==> src/rtl/sysclk_pkg.sv <==
`timescale 1ns/1ps
package sysclk_pkg;

    localparam int DATA_W    = 8;
    localparam int RATIO_W   = 5;
    localparam int RATIO_RST = 8;
    localparam int RATIO_MAX = 16;

    typedef enum logic [2:0] {
        ST_MAIN,
        ST_PARK,
        ST_SUB,
        ST_HOLD,
        ST_WAKE,
        ST_STOP
    } seq_st_e;

    typedef enum logic [2:0] {
        MD_MAIN     = 3'd0,
        MD_LOWSPEED = 3'd1,
        MD_LOWPOWER = 3'd2,
        MD_STOP     = 3'd3,
        MD_SWITCH   = 3'd4
    } mode_e;

    typedef enum logic [1:0] {
        REQ_MAIN     = 2'd0,
        REQ_LOWSPEED = 2'd1,
        REQ_LOWPOWER = 2'd2
    } req_e;

    // Legal codes equal their ratio: 1..4, then even values up to RATIO_MAX.
    function automatic logic ratio_ok(input logic [DATA_W-1:0] code);
        return (code >= 1) && (code <= DATA_W'(RATIO_MAX)) &&
               ((code <= 4) || !code[0]);
    endfunction

    function automatic logic mode_code_ok(input logic [DATA_W-1:0] code);
        return code <= 2;
    endfunction

endpackage

==> src/rtl/sysclk_regs.sv <==
`timescale 1ns/1ps
module sysclk_regs
    import sysclk_pkg::*;
(
    input  logic                  clk,
    input  logic                  rst,
    input  logic                  wr_en,
    input  logic                  wr_sel,
    input  logic [DATA_W-1:0]     wr_data,
    input  logic                  force_dflt,
    input  logic                  clear_mode,
    output logic [RATIO_W-1:0]    div_code,
    output req_e                  mode_req
);

    always_ff @(posedge clk) begin
        if (rst || force_dflt) begin
            div_code <= RATIO_W'(RATIO_RST);
        end else if (wr_en && !wr_sel && ratio_ok(wr_data)) begin
            div_code <= wr_data[RATIO_W-1:0];
        end
    end

    always_ff @(posedge clk) begin
        if (rst || clear_mode) begin
            mode_req <= REQ_MAIN;
        end else if (wr_en && wr_sel && mode_code_ok(wr_data)) begin
            mode_req <= req_e'(wr_data[1:0]);
        end
    end


    forced_reload_chk: assert property (@(posedge clk) disable iff (rst)
        force_dflt |=> (div_code == RATIO_W'(RATIO_RST)));

endmodule

==> src/rtl/sysclk_sync.sv <==
`timescale 1ns/1ps
module sysclk_sync #(
    parameter int STAGES = 2
) (
    input  logic clk,
    input  logic rst,
    input  logic d,
    output logic q
);

    logic [STAGES-1:0] chain;

    always_ff @(posedge clk) begin
        if (rst) chain <= '0;
        else     chain <= {chain[STAGES-2:0], d};
    end

    assign q = chain[STAGES-1];

endmodule

==> src/rtl/sysclk_seq.sv <==
`timescale 1ns/1ps
module sysclk_seq
    import sysclk_pkg::*;
#(
    parameter int HOLD_CYC = 2
) (
    input  logic               clk,
    input  logic               rst,
    input  logic               stop_req,
    input  logic               main_stable,
    input  logic               sub_stable,
    input  logic               sub_lvl,
    input  logic [RATIO_W-1:0] div_code,
    input  req_e               mode_req,
    output logic               lvl_d,
    output logic               direct_en,
    output logic               osc_en,
    output mode_e              mode,
    output logic [RATIO_W-1:0] ratio
);

    localparam int MAXC = ((1 << RATIO_W) > HOLD_CYC) ? (1 << RATIO_W) : HOLD_CYC + 1;
    localparam int CW   = $clog2(MAXC);

    seq_st_e            st, st_n;
    logic [CW-1:0]      cnt, cnt_n;
    logic [RATIO_W-1:0] cur, cur_n, target;
    logic               wrap, want_sub, both_ok;

    assign wrap     = (cnt == CW'(cur) - CW'(1));
    assign both_ok  = main_stable && sub_stable;
    assign want_sub = (mode_req != REQ_MAIN) && both_ok;
    assign target   = ((div_code == RATIO_W'(RATIO_RST)) ||
                       (cur != RATIO_W'(RATIO_RST)) || main_stable)
                      ? div_code : RATIO_W'(RATIO_RST);
    assign osc_en   = !((st == ST_STOP) ||
                        ((st == ST_SUB) && (mode_req == REQ_LOWPOWER)));

    always_comb begin
        st_n  = st;
        cnt_n = cnt;
        cur_n = cur;
        case (st)
            ST_MAIN: begin
                if (wrap) begin
                    cnt_n = '0;
                    if (stop_req || want_sub) st_n = ST_PARK;
                    else                      cur_n = target;
                end else begin
                    cnt_n = cnt + CW'(1);
                end
            end
            ST_PARK: begin
                if (stop_req) begin
                    st_n = ST_STOP;
                end else if (!want_sub) begin
                    st_n  = ST_HOLD;
                    cnt_n = '0;
                end else if (!sub_lvl) begin
                    st_n = ST_SUB;
                end
            end
            ST_SUB: begin
                if (stop_req && !sub_lvl) begin
                    st_n = ST_STOP;
                end else if ((mode_req == REQ_MAIN) && both_ok && !sub_lvl) begin
                    st_n  = ST_HOLD;
                    cnt_n = '0;
                end
            end
            ST_HOLD: begin
                if (stop_req) begin
                    st_n = ST_STOP;
                end else if (cnt == CW'(HOLD_CYC - 1)) begin
                    st_n  = ST_MAIN;
                    cnt_n = '0;
                    cur_n = target;
                end else begin
                    cnt_n = cnt + CW'(1);
                end
            end
            ST_WAKE: begin
                if (stop_req) begin
                    st_n = ST_STOP;
                end else if (main_stable) begin
                    st_n  = ST_HOLD;
                    cnt_n = '0;
                end
            end
            ST_STOP: begin
                if (!stop_req) st_n = ST_WAKE;
            end
            default: st_n = ST_MAIN;
        endcase
        if (!osc_en || (st == ST_STOP)) cur_n = RATIO_W'(RATIO_RST);
    end

    always_ff @(posedge clk) begin
        if (rst) begin
            st  <= ST_MAIN;
            cnt <= '0;
            cur <= RATIO_W'(RATIO_RST);
        end else begin
            st  <= st_n;
            cnt <= cnt_n;
            cur <= cur_n;
        end
    end

    assign lvl_d = ((st == ST_MAIN) && (cnt < CW'(cur >> 1))) ||
                   ((st == ST_SUB) && sub_lvl);
    assign direct_en = (st == ST_MAIN) && (cur == RATIO_W'(1));

    always_comb begin
        case (st)
            ST_MAIN: mode = MD_MAIN;
            ST_SUB:  mode = osc_en ? MD_LOWSPEED : MD_LOWPOWER;
            ST_STOP: mode = MD_STOP;
            default: mode = MD_SWITCH;
        endcase
    end

    assign ratio = cur;


    ratio_legal_chk: assert property (@(posedge clk) disable iff (rst)
        ratio_ok(DATA_W'(cur)));


    ratio_at_wrap_chk: assert property (@(posedge clk) disable iff (rst)
        ((st == ST_MAIN) && ($past(st) == ST_MAIN) && (cur != $past(cur)))
        |-> ($past(cnt) == CW'($past(cur)) - CW'(1)));


    hold_div8_chk: assert property (@(posedge clk) disable iff (rst)
        ((cur == RATIO_W'(RATIO_RST)) && !main_stable) |=> (cur == RATIO_W'(RATIO_RST)));

endmodule

==> src/rtl/sysclk_out.sv <==
`timescale 1ns/1ps
module sysclk_out (
    input  logic clk,
    input  logic rst,
    input  logic lvl_d,
    input  logic direct_en,
    output logic sysclk
);

    logic lvl_q;
    logic gate_q;

    always_ff @(posedge clk) begin
        if (rst) lvl_q <= 1'b0;
        else     lvl_q <= lvl_d;
    end

    // Gate updated while clk is low, so the direct path never slices a pulse.
    always_ff @(negedge clk) begin
        if (rst) gate_q <= 1'b0;
        else     gate_q <= direct_en;
    end

    assign sysclk = lvl_q | (clk & gate_q);


    path_excl_chk: assert property (@(posedge clk) disable iff (rst)
        gate_q |-> !lvl_q);

endmodule

==> src/rtl/sysclk_gen.sv <==
`timescale 1ns/1ps
module sysclk_gen
    import sysclk_pkg::*;
#(
    parameter int HOLD_CYC    = 2,
    parameter int SYNC_STAGES = 2
) (
    input  logic              clk_main,
    input  logic              clk_sub,
    input  logic              rst,
    input  logic              wr_en,
    input  logic              wr_sel,
    input  logic [DATA_W-1:0] wr_data,
    input  logic              main_stable,
    input  logic              sub_stable,
    input  logic              stop_req,
    output logic              sysclk,
    output logic              main_osc_en,
    output logic [2:0]        mode_o,
    output logic [RATIO_W-1:0] ratio_o
);

    logic [RATIO_W-1:0] div_code;
    req_e               mode_req;
    mode_e              mode;
    logic               sub_lvl, lvl_d, direct_en, osc_en;

    sysclk_regs u_regs (
        .clk        (clk_main),
        .rst        (rst),
        .wr_en      (wr_en),
        .wr_sel     (wr_sel),
        .wr_data    (wr_data),
        .force_dflt (stop_req || !osc_en),
        .clear_mode (stop_req),
        .div_code   (div_code),
        .mode_req   (mode_req)
    );

    sysclk_sync #(.STAGES(SYNC_STAGES)) u_sync (
        .clk (clk_main),
        .rst (rst),
        .d   (clk_sub),
        .q   (sub_lvl)
    );

    sysclk_seq #(.HOLD_CYC(HOLD_CYC)) u_seq (
        .clk         (clk_main),
        .rst         (rst),
        .stop_req    (stop_req),
        .main_stable (main_stable),
        .sub_stable  (sub_stable),
        .sub_lvl     (sub_lvl),
        .div_code    (div_code),
        .mode_req    (mode_req),
        .lvl_d       (lvl_d),
        .direct_en   (direct_en),
        .osc_en      (osc_en),
        .mode        (mode),
        .ratio       (ratio_o)
    );

    sysclk_out u_out (
        .clk       (clk_main),
        .rst       (rst),
        .lvl_d     (lvl_d),
        .direct_en (direct_en),
        .sysclk    (sysclk)
    );

    assign main_osc_en = osc_en;
    assign mode_o      = mode;


    stop_settled_chk: assert property (@(posedge clk_main) disable iff (rst)
        ((mode_o == MD_STOP) && ($past(mode_o) == MD_STOP))
        |-> (!main_osc_en && (ratio_o == RATIO_W'(RATIO_RST))));

endmodule

==> config.mk <==
export PLATFORM = sky130hd
export DESIGN_NAME = sysclk_gen
export DESIGN_NICKNAME = d
export VERILOG_FILES = /design/src/rtl/sysclk_pkg.sv /design/src/rtl/sysclk_regs.sv /design/src/rtl/sysclk_sync.sv /design/src/rtl/sysclk_seq.sv /design/src/rtl/sysclk_out.sv /design/src/rtl/sysclk_gen.sv
export SDC_FILE = /design/constraint.sdc
export NUM_CORES = 1
export LEC_CHECK = 0
export BUFFER_PORTS_ARGS = -buffer_cell sky130_fd_sc_hd__buf_2
export CORE_MARGIN = 4
export CORE_UTILIZATION = 40
export CTS_CLUSTER_SIZE = 30
export DETAILED_ROUTE_END_ITERATION = 16
export SYNTH_ARGS = -nofsm -noshare
export SYNTH_HDL_FRONTEND = slang
export SYNTH_SLANG_ARGS = --single-unit
==> constraint.sdc <==
create_clock -name clk_main -period 3.1 [get_ports clk_main]
set_input_delay 0.62 -clock clk_main [delete_from_list [all_inputs] [get_ports clk_main]]
set_output_delay 0.62 -clock clk_main [all_outputs]
set_load 0.02 [all_outputs]
==> run metrics, run 1 <==
Syn Nets approximately 210; warnings from Yosys 0; IO Pins 26; Worst EP required approximately 2.5 ns; Seq/Total Area, Yosys 0.309; Initial DRT Pass Iterations 4; Die Y about 70 um; Synth Cell Area around 1600 um^2; area occupied by registers roughly 480 um^2; remaining global-route overflow 0; CTS tree done; count of flip-flops with a built-in enable after synthesis 0; Critical Path Max Stage Delay ~0.3 ns; Worst-Skew Late Latency 0.45 ns; setup ws final -0.0934 ns; Syn Area/Cell between 8 and 9 um^2; asr flop ratio synth 0; Post-DP HPWL between 2000 and 3000 um; status finished with violations; uppermost layer routed met4; Cell Chain, Critical Path a21o_1 -> buf_6; WL met3 about 160 um; Site Rows 22; Post-DP Area ~1700 um^2; drt total wl 3580 um; failing checks negative setup slack; met2 WL ~1800 um; worst path arrival time 2.57 ns; initial antenna violation count 0; share of post-route cells with drive strength above 1 0.219; Reg clk slew, reported paths 0.09 ns; port buffer count 25; hold_ws between 0.4 and 0.5 ns; Die Area around 5000 um^2; Fin. Hold Viols 0; buffer count from post-CTS setup fixing 0; routed vias/inst around 5.4; CP Class reg -> out; CP max FO 1; via count 1396; Layout Skew between 0.07 and 0.08 ns; # DRC 0; gr usage total 0.147; max-cap check violation count 0; largest net degree at the start of global routing 19; vias in the first global route 1327; RD Place Congestion roughly 0.86; Starting Density 0.419; Pleak 0.789 nW; cell count after synthesis 184; ANT cells 0; Final Instance Area around 1800 um^2; CP startpoint kind flop; setup violators final 1; Final Max Slew Viols 0; total power draw between 1 and 1.5 mW; worst min path class in -> reg; area of the multi-input gates around 960 um^2; Final #Nets 234; worst rel slew slack 0.623; first-pass GRT wire length about 6000 um; die width 70.4 um; worst-margin pin slew between 0.5 and 0.6 ns; Crit-path slowest cell dfxtp_1; CP endpoint kind output port; Antenna Violating Nets Remaining 0; wire per inst between 10 and 15 um; total core area roughly 3700 um^2; pwr dens ~630 nW/um^2; Yosys cell types 51; Fin Setup TNS -0.0934 ns; Top FF cell, synth dfxtp_1; Layout area overhead 17.3%; RSZ-0062 raised after global routing yes; DR iter-0 viols 43; worst vdd rail ir drop between 200 and 300 uV; Seq cells post-synth 24; FILL cells 370; commonest non-fill, non-tap cells in the layout 24 x buf_2, 24 x dfxtp_1, 21 x nor2_1; M1 WL about 1600 um
-- synthesized netlist by cell type, drive strengths merged, types with 2 or more instances --
master,count,area [um^2]
nand2,15,56.3
a21boi,2,15.0
a21oi,6,33.8
nand2b,4,25.0
nand4,3,18.8
xor2,6,52.6
nand3,5,25.0
nor3b,2,25.0
o32ai,2,17.5
o311ai,2,25.0
a22o,4,35.0
xnor2,4,35.0
mux2i,7,70.1
nor3,7,35.0
nor2b,5,31.3
o21ai,7,35.0
dfxtp,24,480
ha,7,87.6
a211oi,3,32.5
clkbuf,3,12.5
buf,7,52.5
inv,14,52.6
nor4b,3,26.3
nand3b,2,15.0
nor2,21,78.8
-- final timing paths --
| kind | from | endpoint | slack [ns] | cells past startpoint |
|---|---|---|---|---|
| min reg2reg | u_sync.chain[0]$_SDFF_PP0_ | u_sync.chain[1]$_SDFF_PP0_ | 0.46 | 1 |
| max reg2reg | u_seq.st[1]$_SDFFE_PP0P_ | u_out.gate_q$_SDFF_NP0_ | 0.65 | 3 |
| max | u_out.gate_q$_SDFF_NP0_ | sysclk | -0.09 | 2 |
| min | clk_sub | u_sync.chain[0]$_SDFF_PP0_ | 0.45 | 2 |
-- kinds of logic after synthesis --
| logic type | synth area share |
|---|---|
| XOR/XNOR | 0.0563 |
| buffers and inverters | 0.0756 |
| adder cells (fa/ha/maj) | 0.0563 |
| multiplexers | 0.0450 |
| AO/OA/AOI/OAI | 0.216 |
| AND/OR/NAND/NOR | 0.242 |
| flip-flops | 0.309 |
-- area by class of cell --
type	count	area share
timing repair buffer	28	0.0822
multi-input combinational	136	0.525
sequential	24	0.263
clock inverter	2	0.0185
clock buffer	7	0.0514
inverter	13	0.0267
tap	48	0.0329
-- metal layers --
layer	vias up	GRT usage
met2	25	0.255
li1	704	-
met5	-	0
met4	0	0.0340
met1	664	0.176
met3	3	0.0432
-- registers in the layout, summed over array words and instances, names as in the netlist --
register	cells
u_out.gate_q	1
u_out.lvl_q	1
u_regs.div_code	5
u_regs.mode_req	2
u_seq.cnt	5
u_seq.ratio	5
u_seq.st	3
u_sync.chain	2
-- timing repair --
action / in CTS / in global routing
hold buffers: 0 / 0
endpoints found under the setup margin: 1 / 1
resized for setup: 2 / 0
-- power breakdown --
group	internal [mW]	switching (mW)
combinational	0.157	0.216
sequential	0.339	0.0374
clock	0.272	0.136
total	0.768	0.390
-- stage by stage --
step / instances / utilization / setup slack (ns)
CTS: 258 / 0.491 / -0.100
finish: 258 / 0.491 / -0.0934
global placement: 251 / 0.459 / 0.375
floorplan: 184 / - / 0.343
detailed placement: 251 / 0.459 / 0.360
global route: 258 / 0.491 / -0.126
-- worst max-delay path: cells and delay by family, from the launching register on --
kind / cells / cell delay (ns)
flip-flops: 1 / 0.30
AO/OA/AOI/OAI: 1 / 0.16
buffers and inverters: 1 / 0.13
Power figures use the tool's default switching activity.
==> inputs of run 2 (changes only) <==
--- a/config.mk
+++ b/config.mk
@@ -10,6 +10,7 @@
 export CORE_UTILIZATION = 40
 export CTS_CLUSTER_SIZE = 30
 export DETAILED_ROUTE_END_ITERATION = 16
+export SKIP_LAST_GASP = 1
 export SYNTH_ARGS = -nofsm -noshare
 export SYNTH_HDL_FRONTEND = slang
 export SYNTH_SLANG_ARGS = --single-unit
==> constraint.sdc (replaced) <==
create_clock -name clk_main -period 3.1 [get_ports clk_main]
set_input_delay 0.465 -clock clk_main [delete_from_list [all_inputs] [get_ports clk_main]]
set_output_delay 0.465 -clock clk_main [all_outputs]
set_load 0.02 [all_outputs]
==> run metrics, run 2 (synthesized netlist as in run 1, its figures left out) <==
status finished clean; CTS tree done; Pleak 0.782 nW (-0.85%); Post-DP HPWL 2670 um (-2.8%); Crit path buffers/inverters 1 (unchanged); Starting Density 0.419 (unchanged); die width 70.4 um (unchanged); gr usage total 0.144 (-0.00276); remaining global-route overflow 0 (unchanged); Worst-Skew Late Latency 0.45 ns (about the same); # DRC 0 (unchanged); via count 1379 (-1.2%); largest net degree at the start of global routing 19 (unchanged); Cell Chain, Critical Path a21o_1 -> buf_2; Crit-path slowest cell dfxtp_1; IO Pins 26 (unchanged); Final Max Slew Viols 0 (unchanged); FF-to-FF Start u_seq.st[1]$_SDFFE_PP0P_; drt total wl 3430 um (-4.2%); part of the power in registers 0.331 (+0.006); internal power 0.759 mW (-1.1%); area occupied by registers 480 um^2 (unchanged); Final #Nets 233 (-0.43%); commonest non-fill, non-tap cell in the layout buf_2; DR iter-0 viols 32 (-26%); CP max FO 1 (unchanged); Worst path top cell family by delay flip-flops; PostCTS Resize Cnt 0 (-2); pwr dens 627 nW/um^2 (-1.2%); CP Class reg -> out; worst vdd rail ir drop 260 uV (-4.4%); initial antenna violation count 0 (unchanged); CP Launch Point u_out.gate_q$_SDFF_NP0_; Fin. Hold Viols 0 (unchanged); share of post-route cells with drive strength above 1 0.215 (-0.00374); area of the multi-input gates 958 um^2 (unchanged); vias in the first global route 1316 (-0.83%); Clk network pwr share 0.350 (-0.003); RD Place Congestion 0.837 (-2.5%); Fin Setup TNS 0 ns (+0.0934 ns); final core utilization 0.488 (-0.00370); wire per inst 13.4 um (-3.8%); Die Area 4950 um^2 (unchanged); worst path arrival time 2.57 ns (about the same); Critical Path Max Stage Delay 0.29 ns (about the same); total core area 3720 um^2 (unchanged); FILL cells 382 (+3.2%); Die Y 70.4 um (unchanged); routed vias/inst 5.37 (-0.83%); buffer count from post-CTS setup fixing 0 (unchanged); worst min path class in -> reg; ANT cells 0 (unchanged); Sw Share 0.331 (-0.00533); worst rel slew slack 0.570 (-0.0539); max-cap check violation count 0 (unchanged); Reg clk slew, reported paths 0.09 ns (about the same); hold path start clk_sub; setup violators final 0 (-1); Worst EP required 2.63 ns (+0.15 ns); P_sw 0.376 mW (-3.5%); Site Rows 22 (unchanged); worst-margin pin slew 0.637 ns (+0.0756 ns); CTS Hold Bufs 0 (unchanged); combinational power share 0.320 (-0.002); Initial DRT Pass Iterations 4 (unchanged); port buffer count 25 (unchanged); Layout Skew 0.0767 ns (+0.000987 ns); first-pass GRT wire length 5870 um (-2.2%); CP startpoint kind flop; RSZ-0062 raised after global routing no; Layout area overhead 16.4%; commonest non-fill, non-tap cells in the layout 25 x buf_2, 24 x dfxtp_1, 21 x nor2_1; Antenna Violating Nets Remaining 0 (unchanged); CP endpoint kind output port
run 2: through the flow:
stage	cells	hold slack [ns]	total power [mW]	setup slack (ns)	cell area [um^2]
finish	257	0.295	1.14	0.0616	1810
global route	257	0.294	1.21	0.0356	1810
CTS	257	0.294	1.15	0.0480	1810
detailed placement	250	0.432	0.767	0.525	1700
global placement	250	0.434	0.759	0.528	1700
floorplan	184	0.414	0.677	0.343	1560
run 2: worst paths after layout:
kind	to	slack [ns]	cells past startpoint
worst max-delay path	sysclk	0.06	2
worst min register to register	u_sync.chain[1]$_SDFF_PP0_	0.45	1
worst min-delay path	u_sync.chain[0]$_SDFF_PP0_	0.30	2
worst max register to register	u_out.gate_q$_SDFF_NP0_	0.67	3
run 2: cell type report:
cell class | instances | share of cell area
clock buffers | 7 | 0.0483
clock inverters | 2 | 0.0186
inverters | 13 | 0.0269
multi-input cells | 136 | 0.529
flip-flops and latches | 24 | 0.265
well taps | 48 | 0.0331
repair buffers | 27 | 0.0787
run 2: per-layer routing:
metal  GRT usage  wire, um  vias to the layer above
li1            -         -                      703
met4      0.0553        31                        0
met3      0.0403       142                        4
met2       0.248      1740                       31
met1       0.166      1520                      641
met5           0         0                        -
run 2: power by group through the flow:
| stage | sequential [mW] | clock (mW) | combinational [mW] |
|---|---|---|---|
| CTS | 0.376 | 0.410 | 0.366 |
| global placement | 0.381 | 0.0232 | 0.355 |
| global route | 0.382 | 0.422 | 0.406 |
| detailed placement | 0.383 | 0.0232 | 0.361 |
| finish | 0.375 | 0.397 | 0.363 |
| floorplan | 0.366 | 0.0181 | 0.293 |
